`src/rtl/spt_pkg.sv`:
```
`timescale 1ns/1ps
package spt_pkg;
    typedef enum logic [2:0] {
        ST_IDLE = 3'd0,
        ST_ADDR = 3'd1,
        ST_SEQ  = 3'd2,
        ST_PAY  = 3'd3,
        ST_GAP  = 3'd4
    } spt_state_e;
endpackage

```
`src/rtl/spt_field_latch.sv`:
```
`timescale 1ns/1ps
module spt_field_latch #(
    parameter int BYTE_W    = 8,
    parameter int PAY_BYTES = 3,
    parameter int CNT_W     = 2
) (
    input  logic                        clk,
    input  logic                        rst,
    input  logic                        load_i,
    input  logic [BYTE_W-1:0]           seq_byte_i,
    input  logic [PAY_BYTES*BYTE_W-1:0] payload_i,
    input  logic [CNT_W-1:0]            count_i,
    output logic [BYTE_W-1:0]           seq_byte_o,
    output logic [PAY_BYTES*BYTE_W-1:0] payload_o,
    output logic [CNT_W-1:0]            count_o
);
    localparam int PAY_W   = PAY_BYTES * BYTE_W;
    localparam int CNT_MAX = (1 << CNT_W) - 1;

    typedef struct packed {
        logic [BYTE_W-1:0] seq_byte;
        logic [PAY_W-1:0]  payload;
        logic [CNT_W-1:0]  count;
    } fields_t;

    fields_t f_d, f_q;
    logic [CNT_W-1:0] count_lim;

    // Clamp the count only when its width can express more than PAY_BYTES
    generate
        if (CNT_MAX > PAY_BYTES) begin : g_clamp
            always_comb begin
                count_lim = count_i;
                if (count_i > CNT_W'(PAY_BYTES)) begin
                    count_lim = CNT_W'(PAY_BYTES);
                end
            end
        end else begin : g_direct
            always_comb count_lim = count_i;
        end
    endgenerate

    always_comb begin
        f_d = f_q;
        if (load_i) begin
            f_d.seq_byte = seq_byte_i;
            f_d.payload  = payload_i;
            f_d.count    = count_lim;
        end
    end

    always_ff @(posedge clk) begin
        if (rst) begin
            f_q <= '0;
        end else begin
            f_q <= f_d;
        end
    end

    assign seq_byte_o = f_q.seq_byte;
    assign payload_o  = f_q.payload;
    assign count_o    = f_q.count;
endmodule

```
`src/rtl/spt_byte_sel.sv`:
```
`timescale 1ns/1ps
module spt_byte_sel #(
    parameter int BYTE_W    = 8,
    parameter int PAY_BYTES = 3,
    parameter int IDX_W     = 2
) (
    input  logic [PAY_BYTES*BYTE_W-1:0] payload_i,
    input  logic [IDX_W-1:0]            idx_i,
    output logic [BYTE_W-1:0]           byte_o
);
    logic [BYTE_W-1:0] lane [PAY_BYTES];

    generate
        for (genvar g = 0; g < PAY_BYTES; g++) begin : g_lane
            assign lane[g] = payload_i[g*BYTE_W +: BYTE_W];
        end
    endgenerate

    always_comb begin
        byte_o = '0;
        for (int k = 0; k < PAY_BYTES; k++) begin
            if (idx_i == IDX_W'(k)) begin
                byte_o = lane[k];
            end
        end
    end
endmodule

```
`src/rtl/spt_frame_ctrl.sv`:
```
`timescale 1ns/1ps
module spt_frame_ctrl
    import spt_pkg::*;
#(
    parameter int BYTE_W = 8,
    parameter int IDX_W  = 2,
    parameter int CNT_W  = 2
) (
    input  logic              clk,
    input  logic              rst,
    input  logic              send_i,
    input  logic              start_i,
    input  logic [BYTE_W-1:0] addr_byte_i,
    input  logic [BYTE_W-1:0] seq_byte_i,
    input  logic [BYTE_W-1:0] pay_byte_i,
    input  logic [CNT_W-1:0]  count_i,
    output logic              load_o,
    output logic [IDX_W-1:0]  idx_o,
    output logic              req_o,
    output logic [BYTE_W-1:0] byte_o,
    output logic              busy_o,
    output logic              done_o
);
    typedef struct packed {
        spt_state_e        st;
        logic [IDX_W-1:0]  idx;
        logic              req;
        logic [BYTE_W-1:0] dat;
        logic              done;
    } fc_t;

    fc_t r_d, r_q;
    logic load;

    assign load = (r_q.st == ST_IDLE) && send_i;

    always_comb begin
        r_d      = r_q;
        r_d.done = 1'b0;
        unique case (r_q.st)
            ST_IDLE: begin
                if (send_i) begin
                    r_d.st  = ST_ADDR;
                    r_d.req = 1'b1;
                    r_d.dat = addr_byte_i;
                    r_d.idx = '0;
                end
            end
            ST_ADDR: begin
                if (start_i) begin
                    r_d.st  = ST_SEQ;
                    r_d.dat = seq_byte_i;
                end
            end
            ST_SEQ: begin
                if (count_i == '0) begin
                    r_d.st   = ST_GAP;
                    r_d.req  = 1'b0;
                    r_d.dat  = '0;
                    r_d.done = 1'b1;
                end else begin
                    r_d.st  = ST_PAY;
                    r_d.dat = pay_byte_i;
                    r_d.idx = r_q.idx + 1'b1;
                end
            end
            ST_PAY: begin
                if (CNT_W'(r_q.idx) == count_i) begin
                    r_d.st   = ST_GAP;
                    r_d.req  = 1'b0;
                    r_d.dat  = '0;
                    r_d.done = 1'b1;
                end else begin
                    r_d.dat = pay_byte_i;
                    r_d.idx = r_q.idx + 1'b1;
                end
            end
            ST_GAP: begin
                r_d.st = ST_IDLE;
            end
            default: begin
                r_d.st  = ST_IDLE;
                r_d.req = 1'b0;
                r_d.dat = '0;
            end
        endcase
    end

    always_ff @(posedge clk) begin
        if (rst) begin
            r_q.st   <= ST_IDLE;
            r_q.idx  <= '0;
            r_q.req  <= 1'b0;
            r_q.dat  <= '0;
            r_q.done <= 1'b0;
        end else begin
            r_q <= r_d;
        end
    end

    assign load_o = load;
    assign idx_o  = r_q.idx;
    assign req_o  = r_q.req;
    assign byte_o = r_q.dat;
    assign busy_o = (r_q.st != ST_IDLE);
    assign done_o = r_q.done;

    AST_ADDR_HOLD: assert property (@(posedge clk) disable iff (rst)
        (r_q.st == ST_ADDR && !start_i) |=> (req_o && $stable(byte_o)))
        else $error("address byte not held");
    AST_IDLE_LINES_ZERO: assert property (@(posedge clk) disable iff (rst)
        !req_o |-> (byte_o == '0))
        else $error("data lines nonzero without request");
    AST_DONE_AFTER_REQ: assert property (@(posedge clk) disable iff (rst)
        done_o |-> (!req_o && $past(req_o)))
        else $error("done without falling request");
    AST_DONE_SINGLE: assert property (@(posedge clk) disable iff (rst)
        done_o |=> !done_o)
        else $error("done longer than one cycle");
    AST_GAP_AFTER_FALL: assert property (@(posedge clk) disable iff (rst)
        done_o |=> !req_o)
        else $error("request rose right after falling");
    AST_REQ_BUSY: assert property (@(posedge clk) disable iff (rst)
        req_o |-> busy_o)
        else $error("request without busy");
endmodule

```
`src/rtl/status_pkt_tx.sv`:
```
`timescale 1ns/1ps
module status_pkt_tx #(
    parameter int BYTE_W    = 8,
    parameter int ADDR_W    = 8,
    parameter int SEQ_W     = 6,
    parameter int FLAG_W    = 2,
    parameter int PAY_BYTES = 3,
    localparam int PAY_W    = PAY_BYTES * BYTE_W,
    localparam int CNT_W    = $clog2(PAY_BYTES + 1)
) (
    input  logic              clk,
    input  logic              rst,
    input  logic              send_i,
    input  logic [ADDR_W-1:0] addr_i,
    input  logic [SEQ_W-1:0]  seq_i,
    input  logic [FLAG_W-1:0] flags_i,
    input  logic [PAY_W-1:0]  payload_i,
    input  logic [CNT_W-1:0]  nbytes_i,
    input  logic              start_i,
    output logic              req_o,
    output logic [BYTE_W-1:0] byte_o,
    output logic              busy_o,
    output logic              done_o
);
    localparam int IDX_W = CNT_W;

    logic [BYTE_W-1:0] addr_byte;
    logic [BYTE_W-1:0] seq_byte_in;
    logic [BYTE_W-1:0] seq_byte_q;
    logic [PAY_W-1:0]  payload_q;
    logic [CNT_W-1:0]  count_q;
    logic [BYTE_W-1:0] pay_byte;
    logic [IDX_W-1:0]  idx;
    logic              load;

    assign addr_byte   = BYTE_W'(addr_i);
    assign seq_byte_in = BYTE_W'({seq_i, flags_i});

    spt_field_latch #(
        .BYTE_W    (BYTE_W),
        .PAY_BYTES (PAY_BYTES),
        .CNT_W     (CNT_W)
    ) latch_i (
        .clk        (clk),
        .rst        (rst),
        .load_i     (load),
        .seq_byte_i (seq_byte_in),
        .payload_i  (payload_i),
        .count_i    (nbytes_i),
        .seq_byte_o (seq_byte_q),
        .payload_o  (payload_q),
        .count_o    (count_q)
    );

    spt_byte_sel #(
        .BYTE_W    (BYTE_W),
        .PAY_BYTES (PAY_BYTES),
        .IDX_W     (IDX_W)
    ) sel_i (
        .payload_i (payload_q),
        .idx_i     (idx),
        .byte_o    (pay_byte)
    );

    spt_frame_ctrl #(
        .BYTE_W (BYTE_W),
        .IDX_W  (IDX_W),
        .CNT_W  (CNT_W)
    ) ctrl_i (
        .clk         (clk),
        .rst         (rst),
        .send_i      (send_i),
        .start_i     (start_i),
        .addr_byte_i (addr_byte),
        .seq_byte_i  (seq_byte_q),
        .pay_byte_i  (pay_byte),
        .count_i     (count_q),
        .load_o      (load),
        .idx_o       (idx),
        .req_o       (req_o),
        .byte_o      (byte_o),
        .busy_o      (busy_o),
        .done_o      (done_o)
    );

    AST_SEND_WHILE_BUSY: assert property (@(posedge clk) disable iff (rst)
        (busy_o && req_o && send_i) |=> busy_o)
        else $error("strobe during packet disturbed busy");
endmodule

```
`config.mk`:
```
export PLATFORM = sky130hd
export DESIGN_NAME = status_pkt_tx
export DESIGN_NICKNAME = d
export VERILOG_FILES = /design/src/rtl/spt_pkg.sv /design/src/rtl/spt_field_latch.sv /design/src/rtl/spt_byte_sel.sv /design/src/rtl/spt_frame_ctrl.sv /design/src/rtl/status_pkt_tx.sv
export SDC_FILE = /design/constraint.sdc
export NUM_CORES = 1
export LEC_CHECK = 0
export BUFFER_PORTS_ARGS = -buffer_cell sky130_fd_sc_hd__buf_2
export CAP_MARGIN = 0
export CELL_PAD_IN_SITES_DETAIL_PLACEMENT = 2
export CELL_PAD_IN_SITES_GLOBAL_PLACEMENT = 2
export CORE_MARGIN = 10
export CORE_UTILIZATION = 33
export CTS_CLUSTER_SIZE = 12
export DETAILED_ROUTE_END_ITERATION = 10
export PLACE_DENSITY = 0.88
export SLEW_MARGIN = 25
export SYNTH_ARGS = -nofsm -noshare
export SYNTH_HDL_FRONTEND = slang
export SYNTH_HIERARCHICAL = 1
export SYNTH_SLANG_ARGS = --single-unit
export TNS_END_PERCENT = 30
```
`constraint.sdc`:
```
create_clock -name clk -period 2.4 [get_ports clk]
set_clock_uncertainty 0.15 [all_clocks]
set_input_delay 0.48 -clock clk [delete_from_list [all_inputs] [get_ports clk]]
set_output_delay 0.48 -clock clk [all_outputs]
set_load 0.02 [all_outputs]
```
==> results.cfg, run 1 <==
[placement]
dp_hpwl_um = 5920
gp_congestion = 0.761
post-place-cells = 390
place_area_mm2 = 0.00273
numPortBuffers = 56

[global_route]
overflow = 0
track_usage_pct = 13.6
grt_max_degree = 33
grt_pass1_wl_um = 12400
grt_pass1_vias = 2341
antenna_found_initial = 0

[power_and_ir_drop]
p_comb_share_pct = 22.7
ir_drop_uv = 243
p_seq_share_pct = 50.4
power_density_mw_per_mm2 = 653
swShare_pct = 31.6
p_sw_mw = 0.584
power_frac_clock_pct = 26.9
p_int_mw = 1.26
p_leak_nw = 1.12

[setup_path]
cp_slowest_cell = dfxtp_1
cp-startpoint = ctrl_i/r_q[12]
path_class = reg -> out
critical_path.endpoint_type = output pin
path_cells = inv_1 > nand3_1 > buf_2
cp-start-kind = flip-flop
slowest_delay_ps = 590
cp_top_family = flip-flops
required_ps = 1770
r2r-start = ctrl_i/r_q[13]
cp.buffers_inverters = 2
crit_fanout = 12
crit_arrival_ps = 1590

[cts]
cts_buffer_depth = 2
cts_root_buf = clkbuf_8
clock_sinks = 49
htree_levels = 2
tritoncts = built
insertion_delay_ps = 300
cts_buffers = 5
path_clk_slew_ps = 100

[layout]
seqCellArea_um2 = 982
drive_gt1_share_pct = 26.4
multi_input_area_mm2 = 0.00126
antennaDiodeCount = 0
fill_cells = 850
final_nets = 344
final_cell_mix = buf_2 (56), mux2i_1 (50), dfxtp_1 (48), nor2_1 (46), a31oi_1 (18)
stdcell_count = 398
area_growth_pct = 13.6
design_area_mm2 = 0.00283
final_common_cell = buf_2

[floorplanning]
die_w_um = 107
start_util_pct = 34.1
die_area_mm2 = 0.0114
core_mm2 = 0.00729
row_count = 31
pin_count = 57
die_height_um = 107

[sta]
setup-tns-final_ps = 0
setup_viol_count_final = 0
hold_slack_ps = 254
drv_slew = 0
post-route-min-period_ps = 2220
hold_viol = 0
worst_slew_pin_slew_ps = 724
rsz0062_at_grt = no
slew_headroom_pct = 51.8
post-route-period-util_pct = 92.4
fmax_ghz = 0.451

[yosys]
synth_fp_nets = 305
syn-instance-count = 259
yosysWarnings = 6
synth.avg_cell_area_um2 = 9.61
syn-cell-area_mm2 = 0.00249
ys_seq_elements = 49
synth.distinct_cells = 33
yosysSeqAreaShare_pct = 39.4

[route]
ant_nets = 0
drcViolationCount = 0
drt_pass1_iterations = 4
routed_via_density = 5.27
vias = 2096
drt-total-wl_um = 7940
wire_per_inst_um = 20.0
drt_iter0_drc = 76

[flow_run]
cap_violations = 0

[min_path]
worstHoldStart = seq_i[5]
worstHoldPathType = in -> reg

[status]
status = completed
path summary, 6_finish.rpt:
| check | end | slack, ps | depth (start not counted) |
|---|---|---|---|
| setup / recovery | busy_o | 180 | 3 |
| hold reg to reg | latch_i/seq_byte_o[5] | 360 | 2 |
| setup reg to reg | ctrl_i/idx_o[0] | 310 | 4 |
| hold / removal | latch_i/seq_byte_o[7] | 250 | 3 |
cell usage after synthesis (all sizes together):
master	instances	area [µm²]
nand3	3	15.0
nand4	1	6.26
a31oi	19	119
a211oi	12	103
o22ai	1	12.5
and4	1	8.76
nor4bb	1	10.0
nand2b	2	20.0
o211ai	9	67.6
inv	4	15.0
nor3	1	5.00
a221o	1	10.0
a21boi	1	7.51
dfxtp	49	981
clkbuf	4	15.0
buf	27	235
xnor2	2	17.5
or2	1	6.26
or3	2	12.5
o2bb2ai	8	70.1
mux2i	50	500
nand2	3	11.3
o21ai	5	25.0
nor2b	5	38.8
nor2	47	176
state kept, by name (all words and copies together) (netlist names):
name,flops
ctrl_i/r_q,3
latch_i/seq_byte_o,8
latch_i/count_o,2
ctrl_i/idx_o,2
ctrl_i/req_o,1
ctrl_i/byte_o,8
ctrl_i/done_o,1
latch_i/payload_o,24
worst reg2reg max path: cells and delay by family, from the launching register on:
kind / cells / cell delay [ps]
buffers and inverters: 1 / 410
AO/OA/AOI/OAI: 3 / 1030
flip-flops: 1 / 420
layout make-up:
cell class	count	share of cell area, %
clock buffers	6	2.57
repair buffers	63	12.7
flip-flops and latches	49	34.7
clock inverters	2	0.531
well taps	99	4.38
multi-input cells	175	44.4
inverters	4	0.664
stage by stage:
step | total power, mW | worst slack (ps) | util (%)
floorplan | 1.26 | 557 | -
global placement | 1.33 | 454 | 37.4
detailed placement | 1.36 | 284 | 37.4
CTS | 1.86 | 68.4 | 38.6
global route | 1.95 | 29.2 | 38.8
finish | 1.85 | 183 | 38.8
power by group through the flow:
stage / clock network, mW / registers (mW) / logic (mW)
after detailed placement: 0 / 0.945 / 0.418
after floorplan: 0 / 0.926 / 0.331
final: 0.497 / 0.929 / 0.419
after global routing: 0.553 / 0.938 / 0.457
after CTS: 0.511 / 0.929 / 0.423
after global placement: 0 / 0.938 / 0.391
logic make-up (layout without fill, tap and decap cells):
group | Yosys count | after routing | share of synthesized area (%)
and+or+nand+nor | 67 | 67 | 12.5
AOI/OAI and AO/OA | 56 | 56 | 16.6
muxes | 50 | 50 | 20.1
DFF | 49 | 49 | 39.4
buffers and inverters | 35 | 75 | 10.7
xor gates and xnor gates | 2 | 2 | 0.704
routing by layer:
| metal | up-vias | GRT usage (%) | part of all wire, % |
|---|---|---|---|
| met5 | - | 0 | 0 |
| met4 | 0 | 7.06 | 3.8 |
| met3 | 18 | 2.99 | 3.4 |
| met2 | 55 | 23.5 | 51 |
| met1 | 1021 | 15.4 | 42 |
| li1 | 1002 | - | - |
what timing repair did:
action                                  CTS  global route
setup buffers                             0             0
endpoints found under the setup margin    0             3
hold buffers                              0             0
resized for setup                         0             3
Power figures use the tool's default switching activity.
==> run 2: changes to the inputs <==
Settings changed: CORE_UTILIZATION 33 to 35, CTS_BUF_LIST from default to sky130_fd_sc_hd__clkbuf_16, CTS_CLUSTER_SIZE 12 to 30, PLACE_DENSITY 0.88 to 0.92.
Clock period 2.4 ns to 2.7 ns, I/O delays scaled along.
==> results.cfg, run 2 (synthesis results as in run 1) <==
[setup_path]
cp-start-kind = flip-flop
path_cells = inv_1 > nand3_1 > buf_2
critical_path.endpoint_type = output pin
cp_slowest_cell = inv_1
cp-startpoint = ctrl_i/r_q[13]
slowest_delay_ps = 620
r2r-start = ctrl_i/idx_o[1]
crit_fanout = 23
rrSetupSlack_ps = 400
cp-endpoint = busy_o
crit_arrival_ps = 1830
path_class = reg -> out
rr_endpoint = ctrl_i/byte_o[3]
required_ps = 2010
r2r_cells = 4

[cts]
post_cts_buffers = 0
cts_buffer_depth = 2
cts_buffers = 5
cts_root_buf = clkbuf_16
cts_hold_buf = 0
insertion_delay_ps = 300
tritoncts = built
clock_sinks = 49
path_clk_slew_ps = 70
htree_levels = 2
cts_resized = 0

[power_and_ir_drop]
p_total_mw = 1.87
power_density_mw_per_mm2 = 652
ir_drop_uv = 273
p_leak_nw = 1.15

[route]
drcViolationCount = 0
wire_per_inst_um = 23.2
routed_via_density = 5.50
drt_iter0_drc = 120
vias = 2178
drt-total-wl_um = 9200
ant_nets = 0
drt_pass1_iterations = 4

[global_route]
grt_pass1_vias = 2526
grt_max_degree = 40
antenna_found_initial = 0
grt_pass1_wl_um = 14500
track_usage_pct = 16.7
overflow = 0

[sta]
worst_slew_pin_slew_ps = 811
hold_viol = 0
slew_headroom_pct = 45.9
post-route-period-util_pct = 93.2
fmax_ghz = 0.397
setup-tns-final_ps = 0
setup_viol_count_final = 0
drv_slew = 0
post-route-min-period_ps = 2520
rsz0062_at_grt = no

[placement]
gp_congestion = 0.785
dp_hpwl_um = 6010
numPortBuffers = 56

[floorplanning]
start_util_pct = 36.2
core_mm2 = 0.00687
row_count = 30
die_height_um = 104
die_w_um = 104
die_area_mm2 = 0.0109
pin_count = 57

[layout]
final_nets = 345
area_growth_pct = 15.0
largest_register_ffs = 24
antennaDiodeCount = 0
final_core_util_pct = 41.7
drive_gt1_share_pct = 26.0
final_common_cell = buf_2
final_cell_mix = buf_2 (56), mux2i_1 (50), dfxtp_1 (49), nor2_1 (46), a31oi_1 (19)

[status]
status = completed

[min_path]
worstHoldPathType = in -> reg

[flow_run]
cap_violations = 0
-- run 2: cell count changes in the layout (fill, tap and decap cells not counted), sizes merged --
cell	change
buf	+1
inv	+1
clkinv	+2
clkbuf	-1
clkinvlp	-2
-- run 2: how the worst min path moves through the flow --
stage	depth (start not counted)	slack, ps	endpoint	from
final	3	340	latch_i/payload_o[8]	payload_i[8]
after global routing	3	340	latch_i/payload_o[9]	payload_i[9]
after CTS	3	340	latch_i/payload_o[8]	payload_i[8]
after detailed placement	2	340	latch_i/payload_o[2]	latch_i/payload_o[2]
after global placement	2	320	latch_i/payload_o[5]	latch_i/payload_o[5]
after floorplan	2	310	latch_i/payload_o[0]	latch_i/payload_o[0]
-- run 2: per-stage QoR --
stage          setup WS, ps  area, µm²  instances  hold WS [ps]
3_3_place_gp            647       2720        388           323
4_1_cts                 181       2860        396           336
6_report                183       2860        396           335
2_1_floorplan           857       2490        259           310
5_1_grt                75.2       2860        396           344
3_5_place_dp            547       2720        388           343
-- run 2: layout make-up --
| class | count | area [µm²] |
|---|---|---|
| clock buffers | 5 | 125 |
| clock inverters | 3 | 17.5 |
| fillers | 733 | 4010 |
| inverters | 4 | 15.0 |
| multi-input cells | 175 | 1250 |
| flip-flops and latches | 49 | 981 |
| well taps | 96 | 120 |
| repair buffers | 64 | 353 |
-- run 2: routing by layer --
layer | vias up | track usage [%] | share of wire, %
met5 | - | 0 | 0
met4 | 0 | 8.25 | 3.1
met3 | 20 | 2.79 | 3.2
met2 | 49 | 30.5 | 54
met1 | 1106 | 17.9 | 40
li1 | 1003 | - | -
-- run 2: report_power, final --
group,internal (mW),switching [mW],leakage (nW),total (mW)
logic,0.163,0.237,0.681,0.400
registers,0.779,0.0486,0.402,0.828
clock network,0.341,0.298,0.0696,0.639
total,1.28,0.584,1.15,1.87
-- run 2: worst max-delay path: cells and delay by family (launching register included) --
family / cells / cell delay, ps
flip-flops: 1 / 380
buffers and inverters: 2 / 870
AND/OR/NAND/NOR: 1 / 270
